### config.mk
export PLATFORM = sky130hd
export DESIGN_NAME = uart_lc_tx
export DESIGN_NICKNAME = d
export VERILOG_FILES = /design/src/rtl/uart_lc_pkg.sv /design/src/rtl/uart_lc_regs.sv /design/src/rtl/uart_lc_baud.sv /design/src/rtl/uart_lc_shift.sv /design/src/rtl/uart_lc_tx.sv
export SDC_FILE = /design/constraint.sdc
export NUM_CORES = 1
export LEC_CHECK = 0
export ABC_CLOCK_PERIOD_IN_PS = 3300
export CORE_ASPECT_RATIO = 1.5
export CORE_MARGIN = 2
export CORE_UTILIZATION = 55
export DETAILED_ROUTE_END_ITERATION = 10
export PLACE_DENSITY = 0.76
export SLEW_MARGIN = 15
export SYNTH_ARGS = -nofsm -noshare
export SYNTH_HDL_FRONTEND = slang
export SYNTH_SLANG_ARGS = --single-unit
### constraint.sdc
create_clock -name clk -period 3.3 [get_ports clk]
set_input_delay 0.825 -clock clk [delete_from_list [all_inputs] [get_ports clk]]
set_output_delay 0.825 -clock clk [all_outputs]
set_load 0.1 [all_outputs]
### src/rtl/uart_lc_pkg.sv
package uart_lc_pkg;

   localparam int ADDR_W  = 2;
   localparam int FRAME_W = 12;   // start + 8 data + parity + 2 stop
   localparam int LEN_W   = 4;

   localparam logic [ADDR_W-1:0] A_DATA = 2'd0;
   localparam logic [ADDR_W-1:0] A_AUX  = 2'd1;
   localparam logic [ADDR_W-1:0] A_LINE = 2'd3;

   // Field order is fixed by the register encoding.
   typedef struct packed {
      logic       dlab;      // [7] divisor latch select
      logic       brk;       // [6] break
      logic       stick;     // [5] forced parity
      logic       even;      // [4] even / space select
      logic       par_en;    // [3] parity enable
      logic       two_stop;  // [2] two stop bits
      logic [1:0] wlen;      // [1:0] word length - 5
   } lcr_t;

   function automatic logic [LEN_W-1:0] frame_len(lcr_t c);
      return LEN_W'(7) + LEN_W'(c.wlen) + LEN_W'(c.par_en) + LEN_W'(c.two_stop);
   endfunction

   function automatic logic [FRAME_W-1:0] build_frame(lcr_t c, logic [7:0] d);
      logic [FRAME_W-1:0] f;
      logic [7:0]         m;
      logic               p;
      int                 n;
      n = 5 + int'(c.wlen);
      m = 8'hFF >> (2'd3 - c.wlen);
      p = c.stick ? ~c.even : (c.even ? ^(d & m) : ~^(d & m));
      f = '1;
      f[0] = 1'b0;
      for (int i = 0; i < 8; i++)
         if (i < n) f[i+1] = d[i];
      if (c.par_en) f[n+1] = p;
      return f;
   endfunction

endpackage

### src/rtl/uart_lc_regs.sv
module uart_lc_regs
   import uart_lc_pkg::*;
#(
   parameter int          DIV_W     = 16,
   parameter int unsigned DIV_RESET = 1
) (
   input  logic              clk,
   input  logic              rst_n,
   input  logic              wr_en,
   input  logic [ADDR_W-1:0] wr_addr,
   input  logic [7:0]        wr_data,
   input  logic              load,
   output lcr_t              lcr,
   output logic [DIV_W-1:0]  divisor,
   output logic [7:0]        thr,
   output logic              thr_full
);

   localparam logic [DIV_W-1:0] DIV_INIT = DIV_W'(DIV_RESET);

   logic thr_wr, lo_wr, hi_wr, line_wr;
   logic [7:0] div_lo;

   assign line_wr = wr_en && (wr_addr == A_LINE);
   assign thr_wr  = wr_en && (wr_addr == A_DATA) && !lcr.dlab;
   assign lo_wr   = wr_en && (wr_addr == A_DATA) &&  lcr.dlab;
   assign hi_wr   = wr_en && (wr_addr == A_AUX)  &&  lcr.dlab;

   always_ff @(posedge clk) begin
      if (!rst_n) begin
         lcr      <= '0;
         thr      <= '0;
         thr_full <= 1'b0;
         div_lo   <= DIV_INIT[7:0];
      end else begin
         if (line_wr) lcr <= lcr_t'(wr_data);
         if (lo_wr)   div_lo <= wr_data;
         if (thr_wr) begin
            thr      <= wr_data;
            thr_full <= 1'b1;
         end else if (load) begin
            thr_full <= 1'b0;
         end
      end
   end

   generate
      if (DIV_W > 8) begin : g_wide
         logic [DIV_W-9:0] div_hi;
         always_ff @(posedge clk) begin
            if (!rst_n)     div_hi <= DIV_INIT[DIV_W-1:8];
            else if (hi_wr) div_hi <= wr_data[DIV_W-9:0];
         end
         assign divisor = {div_hi, div_lo};
      end else begin : g_narrow
         assign divisor = div_lo;
      end
   endgenerate

   assert_load_empties_R10: assert property (@(posedge clk) disable iff (!rst_n)
      load && !thr_wr |=> !thr_full);

   assert_dlab_keeps_thr_R2: assert property (@(posedge clk) disable iff (!rst_n)
      lo_wr && !load |=> $stable(thr_full) && $stable(thr));

endmodule

### src/rtl/uart_lc_baud.sv
module uart_lc_baud #(
   parameter int DIV_W = 16
) (
   input  logic             clk,
   input  logic             rst_n,
   input  logic             baud_tick,
   input  logic             restart,
   input  logic [DIV_W-1:0] divisor,
   output logic             os_tick
);

   logic [DIV_W-1:0] cnt;
   logic             wrap, halted;

   assign halted  = (divisor == '0);
   assign wrap    = !halted && (cnt >= divisor - 1'b1);
   assign os_tick = baud_tick && wrap;

   always_ff @(posedge clk) begin
      if (!rst_n)                 cnt <= '0;
      else if (restart || halted) cnt <= '0;
      else if (baud_tick)         cnt <= wrap ? '0 : cnt + 1'b1;
   end

endmodule

### src/rtl/uart_lc_shift.sv
module uart_lc_shift
   import uart_lc_pkg::*;
#(
   parameter int OS_RATE = 16
) (
   input  logic       clk,
   input  logic       rst_n,
   input  logic       os_tick,
   input  logic       thr_full,
   input  logic [7:0] thr,
   input  lcr_t       lcr,
   output logic       load,
   output logic       tx
);

   localparam int                OS_W   = $clog2(OS_RATE);
   localparam logic [OS_W-1:0]   OS_LAST = OS_W'(OS_RATE - 1);

   logic [FRAME_W-1:0] shreg;
   logic [LEN_W-1:0]   left;
   logic [OS_W-1:0]    ocnt, ocnt_nxt;
   logic               busy, bit_end, brk_hold, line;

   generate
      if ((OS_RATE & (OS_RATE - 1)) == 0) begin : g_pow2
         assign ocnt_nxt = ocnt + 1'b1;
      end else begin : g_cmp
         assign ocnt_nxt = (ocnt == OS_LAST) ? '0 : ocnt + 1'b1;
      end
   endgenerate

   assign load    = thr_full && !busy;
   assign bit_end = busy && os_tick && (ocnt == OS_LAST);

   always_ff @(posedge clk) begin
      if (!rst_n) begin
         shreg <= '1;
         left  <= '0;
         ocnt  <= '0;
         busy  <= 1'b0;
      end else if (load) begin
         shreg <= build_frame(lcr, thr);
         left  <= frame_len(lcr);
         ocnt  <= '0;
         busy  <= 1'b1;
      end else if (busy && os_tick) begin
         ocnt <= ocnt_nxt;
         if (bit_end) begin
            shreg <= {1'b1, shreg[FRAME_W-1:1]};
            left  <= left - 1'b1;
            if (left == LEN_W'(1)) busy <= 1'b0;
         end
      end
   end

   always_ff @(posedge clk) begin
      if (!rst_n)                  brk_hold <= 1'b0;
      else if (lcr.brk)            brk_hold <= 1'b1;
      else if (!busy || bit_end)   brk_hold <= 1'b0;
   end

   assign line = busy ? shreg[0] : 1'b1;
   assign tx   = (lcr.brk || brk_hold) ? 1'b0 : line;

   assert_still_without_tick_R9: assert property (@(posedge clk) disable iff (!rst_n)
      busy && !os_tick && !load |=> $stable(shreg) && $stable(left));

   assert_start_low_R4: assert property (@(posedge clk) disable iff (!rst_n)
      load |=> busy && (shreg[0] == 1'b0));

   assert_hold_until_edge_R12: assert property (@(posedge clk) disable iff (!rst_n)
      brk_hold && busy && !bit_end |=> brk_hold);

endmodule

### src/rtl/uart_lc_tx.sv
module uart_lc_tx
   import uart_lc_pkg::*;
#(
   parameter int          OS_RATE   = 16,
   parameter int          DIV_W     = 16,
   parameter int unsigned DIV_RESET = 1
) (
   input  logic       clk,
   input  logic       rst_n,
   input  logic       wr_en,
   input  logic [1:0] wr_addr,
   input  logic [7:0] wr_data,
   input  logic       baud_tick,
   output logic       thr_empty,
   output logic       tx
);

   generate
      if (OS_RATE < 2)             begin : g_bad_os  $error("OS_RATE must be at least 2"); end
      if (DIV_W < 8 || DIV_W > 16) begin : g_bad_div $error("DIV_W must lie in 8..16"); end
      if (DIV_RESET >= (1 << DIV_W)) begin : g_bad_rst $error("DIV_RESET too wide"); end
   endgenerate

   lcr_t             lcr;
   logic [DIV_W-1:0] divisor;
   logic [7:0]       thr;
   logic             thr_full, load, os_tick;

   uart_lc_regs #(.DIV_W(DIV_W), .DIV_RESET(DIV_RESET)) u_regs (
      .clk(clk), .rst_n(rst_n), .wr_en(wr_en), .wr_addr(wr_addr), .wr_data(wr_data),
      .load(load), .lcr(lcr), .divisor(divisor), .thr(thr), .thr_full(thr_full)
   );

   uart_lc_baud #(.DIV_W(DIV_W)) u_baud (
      .clk(clk), .rst_n(rst_n), .baud_tick(baud_tick), .restart(load),
      .divisor(divisor), .os_tick(os_tick)
   );

   uart_lc_shift #(.OS_RATE(OS_RATE)) u_shift (
      .clk(clk), .rst_n(rst_n), .os_tick(os_tick), .thr_full(thr_full), .thr(thr),
      .lcr(lcr), .load(load), .tx(tx)
   );

   assign thr_empty = !thr_full;

   assert_break_low_R11: assert property (@(posedge clk) disable iff (!rst_n)
      wr_en && (wr_addr == A_LINE) && wr_data[6] |=> !tx);

endmodule

* Word-level counts from Yosys, hierarchy flattened *
Index checks and enable logic that the tools add are counted.

cells by class
  add/sub/neg operators = 10
  order comparisons = 11
  equality and inequality tests = 4
  shift-type cells = 1
  mux-type cells = 47
  bitwise operators = 3
  reduce and logical (&&, ||, !) cells = 32

operator list
  operator                                                                 number
  4-bit by 32-bit < comparator with 1-bit output (first input constant)    4
  3-bit by 32-bit < comparator with 1-bit output (first input constant)    2
  12-bit two-way mux                                                       4
  1-bit two-way mux                                                        37
  32-bit by 2-bit adder with 32-bit output (second input constant)         1
  32-bit by 1-bit >= comparator with 1-bit output (second input constant)  1
  1-bit by 32-bit < comparator with 1-bit output (first input constant)    1
  2-bit by 32-bit < comparator with 1-bit output (first input constant)    1
  32-bit by 6-bit < comparator with 1-bit output (second input constant)   1
  16-bit by 1-bit adder with 16-bit output (second input constant)         1
  16-bit >= comparator                                                     1
  16-bit zero test                                                         1
  16-bit two-way mux                                                       1
  16-bit by 1-bit subtractor with 16-bit output (second input constant)    1
  12-bit bitwise mux                                                       1
  1-bit logical AND                                                        12
  4-bit two-way mux                                                        3
  2-bit nonzero test                                                       5
  3-bit by 2-bit adder with 4-bit output (first input constant)            2
  4-bit by 1-bit adder with 4-bit output                                   2
  8-bit bitwise AND                                                        1
  8-bit XNOR reduction                                                     1
  8-bit parity                                                             1
  8-bit by 2-bit right shift with 8-bit output (first input constant)      1
  15 further kinds                                                         22

storage, ports and cells
  register bits after elaboration = 71
  input bits = 14
  output and inout bits = 2
  word-level logic and storage cells = 125

* Logic depth before layout (Yosys ltp) *
Gate-level depths: netlist of the first run.

  depth after elaboration = 9
  depth in mapped cells = 15

* Cells and area by module *
A second synthesis of the first run with hierarchy kept.

unflattened totals
  cell total of the unflattened synthesis = 475
  area, all modules = 4204.0 µm²

by module, submodules not included
  module         times used  cells each  area each (µm²)
  uart_lc_shift  1           190         1552.7
  uart_lc_baud   1           164         1416.4
  uart_lc_regs   1           120         1231.2
  uart_lc_tx     1           1           3.8

* Least setup slack after synthesis of the first run *
No wires, ideal clock.

  kind = register -> register
  from = register u_regs.g_wide.div_hi[0]
  to = register u_shift.busy
  library setup time = 0.124 ns
  arrival = 3.480 ns
  path slack = -0.304 ns
  cell stages (with the launch flop) = 14
  cells stage by stage = dfxtp_1 > or4_4 > or3_4 > nor4_1 > xnor2_1 > ha_1 > nand4_1 > a211oi_1 > a32oi_2 > a211oi_4 > nand2_8 > buf_12 > nor4b_1 > nor2_1

between the ends
  word-level cells in the longest chain between the ends = 8

RTL lines
  element                                                                                   line                                      text
  start: declaration                                                                        uart_lc_regs.sv:49                        logic [DIV_W-9:0] div_hi;
  start signal: assignment                                                                  uart_lc_regs.sv:51                        if (!rst_n) div_hi <= DIV_INIT[DIV_W-1:8];
  start signal: assignment                                                                  uart_lc_regs.sv:52                        else if (hi_wr) div_hi <= wr_data[DIV_W-9:0];
  16-bit by 1-bit subtractor with 16-bit output / 16-bit zero test (equally long branches)  uart_lc_baud.sv:16, uart_lc_baud.sv:15
  16-bit >= comparator / 1-bit zero test (equally long branches)                            uart_lc_baud.sv:16                        assign wrap = !halted && (cnt >= divisor - 1'b1);
  1-bit logical AND *                                                                       uart_lc_baud.sv:16
  1-bit logical AND *                                                                       uart_lc_baud.sv:17                        assign os_tick = baud_tick && wrap;
  1-bit logical AND *                                                                       uart_lc_shift.sv:33, uart_lc_shift.sv:46
  1-bit logical AND                                                                         uart_lc_shift.sv:33                       assign bit_end = busy && os_tick && (ocnt == OS_LAST);
  2-bit nonzero test (no source line)                                                       n/a
  3-bit AND reduction (no source line) *                                                    n/a
  end signal: assignment                                                                    uart_lc_shift.sv:40                       busy <= 1'b0;
  end signal: assignment                                                                    uart_lc_shift.sv:45                       busy <= 1'b1;
  end signal: assignment                                                                    uart_lc_shift.sv:51                       if (left == LEN_W'(1)) busy <= 1'b0;
  end: declaration                                                                          uart_lc_shift.sv:22                       logic busy, bit_end, brk_hold, line;

Every way passes the cells marked *; elsewhere a longest branch is shown, timed or not.
A chain may end at the register's enable or synchronous reset.

* Final worst setup path of the first run *
  from = register u_regs.g_wide.div_hi[0]
  to = register u_shift.left[2]

between the ends
  word-level cells in the longest chain between the ends = 8

RTL lines
  element                                                                                   line                                      text
  16-bit by 1-bit subtractor with 16-bit output / 16-bit zero test (equally long branches)  uart_lc_baud.sv:16, uart_lc_baud.sv:15
  16-bit >= comparator / 1-bit zero test (equally long branches)                            uart_lc_baud.sv:16
  1-bit logical AND *                                                                       uart_lc_baud.sv:16
  1-bit logical AND *                                                                       uart_lc_baud.sv:17
  1-bit logical AND *                                                                       uart_lc_shift.sv:33, uart_lc_shift.sv:46
  1-bit logical AND                                                                         uart_lc_shift.sv:33
  2-bit nonzero test (no source line)                                                       n/a
  2-bit AND reduction (no source line) *                                                    n/a
  end signal: assignment                                                                    uart_lc_shift.sv:43                       left <= frame_len(lcr);
  end signal: assignment                                                                    uart_lc_shift.sv:50                       left <= left - 1'b1;
  end: declaration                                                                          uart_lc_shift.sv:20                       logic [LEN_W-1:0] left;

Marks and branches as above.

==> out/qor.yml, run 1 <==
run_status:
  status: "finished, violations left"
  violated_checks: "negative setup slack"
clock_network:
  cts.clk_slew.worst_paths_ns: 0.08
  cts_max_path_buffers: 2
  cell_chosen_for_the_clock_root: "sky130_fd_sc_hd__clkbuf_8"
  htree_levels: 3
  number_of_buffers_inserted_during_clock_tree_synthesis: 9
  tritoncts: "built"
  cts.sinks: 71
  hold_fix_buffer_count_after_cts: 0
  clock_insertion_delay_worst_skew_ns: 0.36
synth:
  synth_top_flop_cell: "sky130_fd_sc_hd__dfxtp_1"
  synth_cell_types: 51
  flop_and_latch_count_out_of_synthesis: 71
  synthesis_warnings: 0
  postSynthAreaPerCell_um2: 8.56
  synth.area.top_cells: "sky130_fd_sc_hd__dfxtp_1 (36%), sky130_fd_sc_hd__ha_1 (8.2%), sky130_fd_sc_hd__nand2_1 (7.4%)"
  synth.yosys.seq_area_share_pct: 36.0
  synthDominantCellAreaShare_pct: 36.0
  async_reset_ff_share_pct: 0
  synth.most_common_cell: "sky130_fd_sc_hd__nand2_1"
  number_of_standard_cells_after_synthesis: 461
  synth_top_area_cell: "sky130_fd_sc_hd__dfxtp_1"
  synth_fp_nets: 502
  synth_top_cells_by_count: "sky130_fd_sc_hd__nand2_1 (78), sky130_fd_sc_hd__dfxtp_1 (71), sky130_fd_sc_hd__nor2_1 (35)"
  synth_enable_flop_cells: 0
  netlist_area_mm2: 0.00395
pwr:
  total_leakage_power_nw: 1.76
  cellPowerDensity_mw_per_mm2: 369
  ir_worst_vdd_mv: 0.290
  total_power_mw: 1.67
critical_path:
  critical_path.endpoint: "u_shift.left[2]"
  critPathSlowestCell: "sky130_fd_sc_hd__or4_4"
  setup.worst_path.end_class: "register"
  critPathRequiredTime_ns: 3.57
  worstSetupStartpointType: "register"
  r2r_setup_slack_ns: -0.02
  timing.rr.end: "u_shift.left[2]"
  timing.critical_path.from: "u_regs.g_wide.div_hi[0]"
  timing.critical_path.slowest_cell_delay_ns: 0.52
  timing.reg2reg.worst_path_depth: 12
  timing.critical_path.cells: "or4_4 -> or3_4 -> nor4_4 -> xnor2_1 -> ha_1 -> nand4_1 -> a211oi_2 -> a32oi_2 -> a211oi_4 -> nand2_8 -> or4_1 -> o211ai_1"
  crit_arrival_ns: 3.59
  critical_path_peak_fanout: 6
  worstReg2RegStart: "u_regs.g_wide.div_hi[0]"
  critPathKind: "register to register"
floorplanning:
  rows: 37
  core_region_area_mm2: 0.00690
  io-pin-count: 16
  design.die.area_mm2: 0.00788
  initial_utilization_pct: 57.2
  chipHeight_um: 108
  floorplan.die.width_um: 73.2
cells_and_area:
  multi_input_comb_area_mm2: 0.00243
  area.sequential_mm2: 0.00142
  antenna_cells_inserted: 0
  drive_above_1_share_pct: 12.1
  finalNetCount: 532
  syn_to_final_growth_pct: 14.7
  instances_no_fill: 574
  n_fill_cell: 566
min_path:
  hold_path.class: "register to register"
timing:
  tightestPinTransition_ns: 0.552
  layout_worst_path_cycle_share_pct: 101
  finalHoldViolCount: 0
  worst_hold_slack_across_all_endpoints_ns: 0.482
  timing.slew.headroom_pct: 63.0
  tns_ns: -0.0390
  slew_violations: 0
  grt_setup_unrepaired: "yes"
  finalSetupViolations: 3
  setup_slack_ns: -0.0189
  period_needed_ns: 3.32
  max_freq_mhz: 301
  worst_clk_skew_ns: 0.00991
placed_design:
  hpwl_dp_mm: 6.19
  port_buffers: 15
  numPlacedInstances: 556
  gp_routability_congestion: 0.825
detailed_routing:
  via_per_inst: 5.60
  dr_total_vias: 3215
  dr.pass1.iters: 4
  postRouteAntennaNets: 0
  drc: 0
  drt-initial-drc-count: 110
  drt-wirelength-per-cell_um: 14.7
  routed_wirelength_mm: 8.45
grt:
  antenna_violations_before_repair: 0
  first_pass_grt_wire_length_mm: 14.6
  pin_count_of_the_biggest_net_entering_global_routing: 35
  first_global_vias: 3164
  grt_usage_pct: 23.8
  grt_overflow: 0
job:
  maxCapViolCount: 0
[how the worst min path moves through the flow]
stage | from | to | slack [ns] | cells past startpoint
2_1_floorplan | u_shift.shreg[11] | u_shift.shreg[11] | 0.45 | 2
3_3_place_gp | u_shift.shreg[11] | u_shift.shreg[11] | 0.47 | 2
3_5_place_dp | u_shift.shreg[11] | u_shift.shreg[11] | 0.47 | 2
4_1_cts | u_shift.shreg[11] | u_shift.shreg[11] | 0.48 | 2
5_1_grt | u_shift.shreg[11] | u_shift.shreg[11] | 0.51 | 2
6_report | u_shift.shreg[11] | u_shift.shreg[11] | 0.48 | 2
[registers in the layout, indices dropped and copies added (netlist names)]
signal,cells
u_baud.cnt,16
u_regs.div_lo,8
u_regs.g_wide.div_hi,8
u_regs.lcr,8
u_regs.thr,8
u_regs.thr_full,1
u_shift.brk_hold,1
u_shift.busy,1
u_shift.left,4
u_shift.ocnt,4
u_shift.shreg,12
[cell type report]
cell class | count | share of cell area [%]
Timing Repair Buffer | 35 | 6.89
Clock buffer | 10 | 2.82
Tap cell | 78 | 2.16
Clock inverter | 6 | 0.996
Multi-Input combinational cell | 351 | 53.8
Sequential cell | 71 | 31.5
Inverter | 23 | 1.91
[layer usage]
metal / wire length [um] / vias to the layer above / global-route usage [%]
met4: 296 / 0 / 10.1
li1: - / 1653 / -
met3: 219 / 20 / 5.34
met2: 4460 / 44 / 42.3
met5: 0 / - / 0
met1: 3470 / 1498 / 26.4
[critical path, delay by kind of cell (launching register included)]
family / cells / cell delay [ns]
and+or+nand+nor: 6 / 1.70
xor gates and xnor gates: 1 / 0.10
DFF: 1 / 0.32
AOI/OAI and AO/OA: 4 / 0.81
adders and majority gates: 1 / 0.30
[placed cells by master (no fill, tap or decap), types with 14 or more instances in the layout]
master                      n
sky130_fd_sc_hd__xnor2_1   20
sky130_fd_sc_hd__nor2_1    35
sky130_fd_sc_hd__mux2i_1   18
sky130_fd_sc_hd__a21boi_0  24
sky130_fd_sc_hd__ha_1      26
sky130_fd_sc_hd__dfxtp_1   70
sky130_fd_sc_hd__nand2_1   78
sky130_fd_sc_hd__xor2_1    14
sky130_fd_sc_hd__buf_4     20
sky130_fd_sc_hd__inv_1     23
sky130_fd_sc_hd__a21oi_1   18
[cells by family (layout without fill, tap and decap cells)]
kind of cell	Yosys count	after routing	share of synthesized area (%)
AND/OR/NAND/NOR	187	187	22.8
AO/OA/AOI/OAI	79	80	14.5
flip-flops	71	71	36.0
buffers and inverters	40	74	4.25
XOR/XNOR	36	36	8.34
adder cells (fa/ha/maj)	27	27	8.75
multiplexers	21	21	5.36
[timing repair]
| item | in CTS | in global routing |
|---|---|---|
| pin swaps | 3 | 2 |
| buffers inserted | 1 | 0 |
| resized for setup | 0 | 8 |
| gates cloned | 0 | 1 |
| endpoints found under the setup margin | 18 | 37 |
[power breakdown]
part | internal, mW | switching [mW] | leakage [nW]
Combinational | 0.0701 | 0.0866 | 1.11
Clock | 0.276 | 0.348 | 0.0793
Sequential | 0.872 | 0.0184 | 0.575
[stage by stage]
stage               instance area, um2  utilization [%]  worst slack (ns)
finish                            4520             65.6           -0.0189
global route                      4520             65.6            -0.258
CTS                               4470             64.8           -0.0421
detailed placement                4290             62.2           -0.0747
global placement                  4290             62.2          -0.00416
floorplan                         3980                -            -0.175
(Power assumes the default switching activity.)
==> run 2, diff against run 1 <==
Settings changed: TNS_END_PERCENT set to 50.
==> run 2 against run 1 <==
  * The flow still finishes with violations (negative setup slack)
  * Largest power group unchanged
  * Non-clock buffer count unchanged
  * Largest cell class unchanged
  * Power is essentially flat
  * Critical path depth is the same
  * Critical endpoint unchanged
  * Via count grew 0.31%
  * Global-route usage stayed put
  * Clock skew about the same
  * Sequential power is essentially flat
  * Clock power about the same
==> out/qor.yml, run 2 (synthesis results as in run 1) <==
cells_and_area:
  instances_no_fill: 574  # unchanged
  registers.top_by_ff_count: "u_baud.cnt"
  post-route-util_pct: 65.5  # -0.11 points
  largestRegisters: "u_baud.cnt x16, u_shift.shreg x12"
  finalNetCount: 532  # unchanged
  drive_above_1_share_pct: 11.9  # -0.20 points
  largest_register_ff_count: 16  # unchanged
  commonest_cells_after_routing_fill_and_taps_aside: "sky130_fd_sc_hd__nand2_1 (78), sky130_fd_sc_hd__dfxtp_1 (70), sky130_fd_sc_hd__nor2_1 (35)"
  syn_to_final_growth_pct: 14.5
  postLayoutCellArea_mm2: 0.00452  # -0.17%
  antenna_cells_inserted: 0  # unchanged
  most_common_cell_after_layout_fill_and_taps_aside: "sky130_fd_sc_hd__nand2_1"
pwr:
  total_switching_power_mw: 0.452  # -0.13%
  power_share_of_the_clock_group_pct: 37.3  # about the same
  proportion_of_power_drawn_by_flip_flops_and_latches_pct: 53.3  # about the same
  netSwitchingFraction_pct: 27.1  # about the same
  combinationalPowerShare_pct: 9.4  # about the same
  total_leakage_power_nw: 1.76  # -0.27%
  total_power_mw: 1.67  # about the same
  cellPowerDensity_mw_per_mm2: 370  # +0.12%
  internal_power_mw: 1.22  # about the same
  ir_worst_vdd_mv: 0.290  # about the same
run_status:
  violated_checks: "negative setup slack"
  status: "finished, violations left"
grt:
  first_global_vias: 3164  # unchanged
  pin_count_of_the_biggest_net_entering_global_routing: 35  # unchanged
  grt_usage_pct: 23.8  # unchanged
  grt_overflow: 0  # unchanged
  antenna_violations_before_repair: 0  # unchanged
  first_pass_grt_wire_length_mm: 14.6  # unchanged
floorplanning:
  io-pin-count: 16  # unchanged
  chipHeight_um: 108  # unchanged
  design.die.area_mm2: 0.00788  # unchanged
  core_region_area_mm2: 0.00690  # unchanged
  floorplan.die.width_um: 73.2  # unchanged
  rows: 37  # unchanged
  initial_utilization_pct: 57.2  # unchanged
clock_network:
  clock_insertion_delay_worst_skew_ns: 0.36  # about the same
  htree_levels: 3  # unchanged
  cts.clk_slew.worst_paths_ns: 0.08  # about the same
  number_of_buffers_inserted_during_clock_tree_synthesis: 9  # unchanged
  tritoncts: "built"
  cell_chosen_for_the_clock_root: "sky130_fd_sc_hd__clkbuf_8"
  cts_max_path_buffers: 2  # unchanged
  cts.sinks: 71  # unchanged
timing:
  setup_slack_ns: -0.0139  # +0.00496 ns
  tns_ns: -0.0324  # +0.00653 ns
  finalHoldViolCount: 0  # unchanged
  tightestPinTransition_ns: 0.549  # -0.00358 ns
  worst_clk_skew_ns: 0.00962  # -0.000288 ns
  worst_hold_slack_across_all_endpoints_ns: 0.483  # +0.000857 ns
  slew_violations: 0  # unchanged
  finalSetupViolations: 3  # unchanged
  grt_setup_unrepaired: "yes"
  layout_worst_path_cycle_share_pct: 100  # -0.15 points
  max_freq_mhz: 302  # +0.15%
  period_needed_ns: 3.31  # -0.00496 ns
  timing.slew.headroom_pct: 63.3  # +0.24 points
critical_path:
  setup.worst_path.end_class: "register"
  timing.reg2reg.worst_path_depth: 12  # unchanged
  crit_arrival_ns: 3.59  # about the same
  critPathRequiredTime_ns: 3.57  # about the same
  worstPathBufferInverterCount: 0  # unchanged
  timing.critical_path.cells: "or4_4 -> or3_4 -> nor4_4 -> xnor2_1 -> ha_1 -> nand4_1 -> a211oi_2 -> a32oi_2 -> a211oi_4 -> nand2_8 -> or4_1 -> o211ai_1"
  path_depth: 12  # unchanged
  critPathSlowestCell: "sky130_fd_sc_hd__or4_4"
  cpLargestDelayFamily: "simple AND/OR/NAND/NOR gates"
  timing.critical_path.slowest_cell_delay_ns: 0.52  # about the same
  worstSetupStartpointType: "register"
  critical_path_peak_fanout: 6  # unchanged
  critPathKind: "register to register"
detailed_routing:
  drt-initial-drc-count: 109  # -0.91%
  dr.pass1.iters: 4  # unchanged
  postRouteAntennaNets: 0  # unchanged
  drc: 0  # unchanged
  dr_total_vias: 3225  # +0.31%
  drt-wirelength-per-cell_um: 14.7  # about the same
  routed_wirelength_mm: 8.45  # about the same
  via_per_inst: 5.62  # +0.31%
placed_design:
  numPlacedInstances: 556  # unchanged
  port_buffers: 15  # unchanged
  gp_routability_congestion: 0.825  # unchanged
  dpl_worst_slack_ns: -0.0747  # unchanged
  hpwl_dp_mm: 6.19  # unchanged
  placed_cell_area_mm2: 0.00429  # unchanged
min_path:
  hold_path.class: "register to register"
  min_path_cells: 2  # unchanged
job:
  maxCapViolCount: 0  # unchanged
run 2: changes by cell type in the layout (fill, tap and decap cells not counted):
cell and delta:
sky130_fd_sc_hd__xnor2_1 +1, sky130_fd_sc_hd__xnor2_2 -1
run 2: repair_timing:
item,in CTS,in global routing
pin swaps,3,2
hold endpoints to repair,0,0
setup buffers,1,0
setup endpoints to repair,18,37
gates cloned,0,1
hold buffers,0,0
resized for setup,0,7
run 2: power by group through the flow:
stage / Combinational (mW) / Clock [mW] / Sequential (mW)
global placement: 0.148 / 0 / 0.909
floorplan: 0.106 / 0 / 0.903
finish: 0.156 / 0.623 / 0.890
detailed placement: 0.151 / 0 / 0.910
global route: 0.175 / 0.685 / 0.893
CTS: 0.152 / 0.637 / 0.890
run 2: worst paths after layout:
check | start | end | slack, ns
min | u_shift.shreg[11] | u_shift.shreg[11] | 0.48
max | u_regs.g_wide.div_hi[0] | u_shift.left[2] | -0.01
max reg2reg | u_regs.g_wide.div_hi[0] | u_shift.left[2] | -0.01
min reg2reg | u_shift.shreg[11] | u_shift.shreg[11] | 0.48
run 2: layer usage:
layer / up-vias / wire length [um] / global-route usage [%]
li1: 1651 / - / -
met1: 1503 / 3450 / 26.4
met2: 52 / 4470 / 42.3
met3: 19 / 241 / 5.34
met4: 0 / 286 / 10.1
met5: - / 0 / 0
run 2: worst register-to-register path, cell delays in order, from the launching register on:
cell and delay (ns):
sky130_fd_sc_hd__dfxtp_2 0.32, sky130_fd_sc_hd__or4_4 0.52, sky130_fd_sc_hd__or3_4 0.37, sky130_fd_sc_hd__nor4_4 0.15, sky130_fd_sc_hd__xnor2_1 0.10, sky130_fd_sc_hd__ha_1 0.30, sky130_fd_sc_hd__nand4_1 0.14, sky130_fd_sc_hd__a211oi_2 0.20
sky130_fd_sc_hd__a32oi_2 0.17, sky130_fd_sc_hd__a211oi_4 0.35, sky130_fd_sc_hd__nand2_8 0.10, sky130_fd_sc_hd__or4_1 0.41, sky130_fd_sc_hd__o211ai_1 0.09
run 2: area by class of cell:
| class | instances | area [um2] |
|---|---|---|
| Multi-Input combinational cell | 351 | 2420 |
| Fill cell | 568 | 2380 |
| Sequential cell | 71 | 1420 |
| Timing Repair Buffer | 35 | 312 |
| Clock buffer | 10 | 128 |
| Tap cell | 78 | 97.6 |
| Inverter | 23 | 86.3 |
| Clock inverter | 6 | 45.0 |
==> run 3, diff against run 2 <==
Settings changed: CORE_MARGIN 2 to unset, CORE_UTILIZATION 55 to 45, PLACE_DENSITY 0.76 to 0.64.
==> run 3 against run 2 <==
  * The run still ends with negative setup slack left
  * Critical path depth unchanged
  * Register-to-register slack got worse by 0.03 ns
  * Sequential cell count unchanged
  * Maximum frequency down 1.0%
  * Critical endpoint unchanged
  * Largest power group is now clock
==> out/qor.yml, run 3 (synthesis results as in run 1) <==
critical_path:
  timing.rr.end: "u_shift.left[2]"
  critical_path_peak_fanout: 6  # unchanged
  worstReg2RegStart: "u_regs.g_wide.div_hi[0]"
  critPathKind: "register to register"
  setup.worst_path.end_class: "register"
  r2r_setup_slack_ns: -0.05  # -0.03 ns
  critPathRequiredTime_ns: 3.56  # about the same
  crit_arrival_ns: 3.61  # +0.02 ns
  timing.reg2reg.worst_path_depth: 12  # unchanged
  worstSetupStartpointType: "register"
timing:
  period_needed_ns: 3.35  # +0.0348 ns
  worst_clk_skew_ns: 0.00650  # -0.00312 ns
  tightestPinTransition_ns: 0.544  # -0.00438 ns
  setup_slack_ns: -0.0487  # -0.0348 ns
  max_freq_mhz: 299  # -1.0%
  finalSetupViolations: 4  # +1
  finalHoldViolCount: 0  # unchanged
  slew_violations: 0  # unchanged
  layout_worst_path_cycle_share_pct: 101  # +1.1 points
  timing.slew.headroom_pct: 63.6  # +0.29 points
  grt_setup_unrepaired: "yes"
clock_network:
  cts.sinks: 71  # unchanged
  number_of_buffers_inserted_during_clock_tree_synthesis: 9  # unchanged
  cts_max_path_buffers: 2  # unchanged
  clock_insertion_delay_worst_skew_ns: 0.33  # -0.03 ns
  cts.clk_slew.worst_paths_ns: 0.05  # -0.03 ns
  htree_levels: 3  # unchanged
  tritoncts: "built"
  cell_chosen_for_the_clock_root: "sky130_fd_sc_hd__clkbuf_16"
  hold_fix_buffer_count_after_cts: 0  # unchanged
cells_and_area:
  n_fill_cell: 791  # +39%
  largestRegisters: "u_baud.cnt x16, u_shift.shreg x12"
  largest_register_ff_count: 16  # unchanged
  commonest_cells_after_routing_fill_and_taps_aside: "sky130_fd_sc_hd__nand2_1 (78), sky130_fd_sc_hd__dfxtp_1 (70), sky130_fd_sc_hd__nor2_1 (35)"
  multi_input_comb_area_mm2: 0.00245  # +0.93%
  syn_to_final_growth_pct: 19.8
  area.sequential_mm2: 0.00142  # unchanged
  drive_above_1_share_pct: 13.0  # +1.1 points
  registers.top_by_ff_count: "u_baud.cnt"
  most_common_cell_after_layout_fill_and_taps_aside: "sky130_fd_sc_hd__nand2_1"
  postLayoutCellArea_mm2: 0.00473  # +4.7%
  finalNetCount: 535  # +0.56%
  antenna_cells_inserted: 0  # unchanged
min_path:
  hold_path.class: "register to register"
  min_path_cells: 2  # unchanged
  timing.hold.worst.start: "u_regs.thr[1]"
  worstHoldEndpoint: "u_regs.thr[1]"
grt:
  pin_count_of_the_biggest_net_entering_global_routing: 35  # unchanged
  grt_usage_pct: 21.8  # -2.0 points
  first_global_vias: 3191  # +0.85%
  antenna_violations_before_repair: 0  # unchanged
  grt_overflow: 0  # unchanged
  first_pass_grt_wire_length_mm: 15.1  # +3.5%
placed_design:
  port_buffers: 15  # unchanged
  gp_routability_congestion: 0.796  # -3.5%
  placed_cell_area_mm2: 0.00435  # +1.3%
  hpwl_dp_mm: 6.63  # +7.0%
detailed_routing:
  dr.pass1.iters: 4  # unchanged
  dr_total_vias: 3170  # -1.7%
  drt-wirelength-per-cell_um: 14.4  # -2.0%
  postRouteAntennaNets: 0  # unchanged
  via_per_inst: 5.23  # -6.9%
  drc: 0  # unchanged
  drt-initial-drc-count: 81  # -26%
  routed_wirelength_mm: 8.74  # +3.4%
run_status:
  violated_checks: "negative setup slack"
  status: "finished, violations left"
floorplanning:
  core_region_area_mm2: 0.00846  # +23%
  floorplan.die.width_um: 78.5  # +7.2%
  design.die.area_mm2: 0.00915  # +16%
  initial_utilization_pct: 46.6  # -11 points
  io-pin-count: 16  # unchanged
  chipHeight_um: 117  # +8.3%
  rows: 41  # +11%
pwr:
  ir_worst_vdd_mv: 0.317  # +9.1%
  total_power_mw: 2.00  # +20%
  cellPowerDensity_mw_per_mm2: 424  # +15%
  total_leakage_power_nw: 1.86  # +5.8%
job:
  maxCapViolCount: 0  # unchanged
[run 3: repair_timing]
item                       4_1_cts  5_1_grt
pin swaps                        3       15
setup buffers                    0        1
setup endpoints to repair       16       37
resized for setup                2       13
[run 3: critical path: stages (launching register included)]
cell and delay (ns):
sky130_fd_sc_hd__dfxtp_2 0.32, sky130_fd_sc_hd__or4_4 0.52, sky130_fd_sc_hd__or3_4 0.37, sky130_fd_sc_hd__nor4_4 0.15
sky130_fd_sc_hd__xnor2_1 0.10, sky130_fd_sc_hd__ha_1 0.30, sky130_fd_sc_hd__nand4_1 0.14, sky130_fd_sc_hd__a211oi_2 0.19
sky130_fd_sc_hd__a32oi_2 0.17, sky130_fd_sc_hd__a211oi_4 0.40, sky130_fd_sc_hd__nand2_8 0.11, sky130_fd_sc_hd__or4_1 0.41
sky130_fd_sc_hd__o211ai_1 0.09
[run 3: area by class of cell]
| cell class | instances | share of cell area (%) |
|---|---|---|
| multi-input combinational | 350 | 51.8 |
| sequential | 71 | 30.1 |
| timing repair buffer | 39 | 7.28 |
| clock buffer | 12 | 5.22 |
| tap | 107 | 2.83 |
| inverter | 23 | 1.83 |
| clock inverter | 4 | 0.953 |
[run 3: layer usage]
| layer | routed length (um) | GRT usage (%) | part of all wire, % | vias to the layer above |
|---|---|---|---|---|
| met5 | 0 | 0 | 0 | - |
| met1 | 3430 | 22.1 | 39 | 1472 |
| li1 | - | - | - | 1653 |
| met2 | 4860 | 42.0 | 56 | 27 |
| met3 | 168 | 3.44 | 1.9 | 18 |
| met4 | 279 | 12.0 | 3.2 | 0 |
[run 3: through the flow]
stage	setup slack (ns)	cells	utilization [%]	setup TNS (ns)	hold slack (ns)
2_1_floorplan	-0.175	461	-	-0.599	0.446
3_3_place_gp	-0.00580	589	51.4	-0.00580	0.480
3_5_place_dp	-0.0554	589	51.4	-0.405	0.480
4_1_cts	-0.0107	605	54.9	-0.0204	0.491
5_1_grt	-0.236	606	55.8	-3.56	0.541
6_report	-0.0487	606	55.8	-0.0814	0.485
[run 3: power breakdown]
group	internal, mW	switching (mW)	total, mW
sequential	0.874	0.0186	0.893
combinational	0.0706	0.0872	0.158
clock	0.602	0.350	0.952
[run 3: worst max path at each step]
stage,startpoint,end,depth (start not counted)
3_5_place_dp,u_regs.g_wide.div_hi[0],u_shift.shreg[6],13
5_1_grt,u_regs.g_wide.div_hi[0],u_shift.left[2],12
3_3_place_gp,u_regs.g_wide.div_hi[0],u_shift.left[3],13
6_report,u_regs.g_wide.div_hi[0],u_shift.left[2],12
4_1_cts,u_regs.g_wide.div_hi[0],u_shift.left[2],12
2_1_floorplan,u_regs.g_wide.div_hi[0],u_shift.busy,13
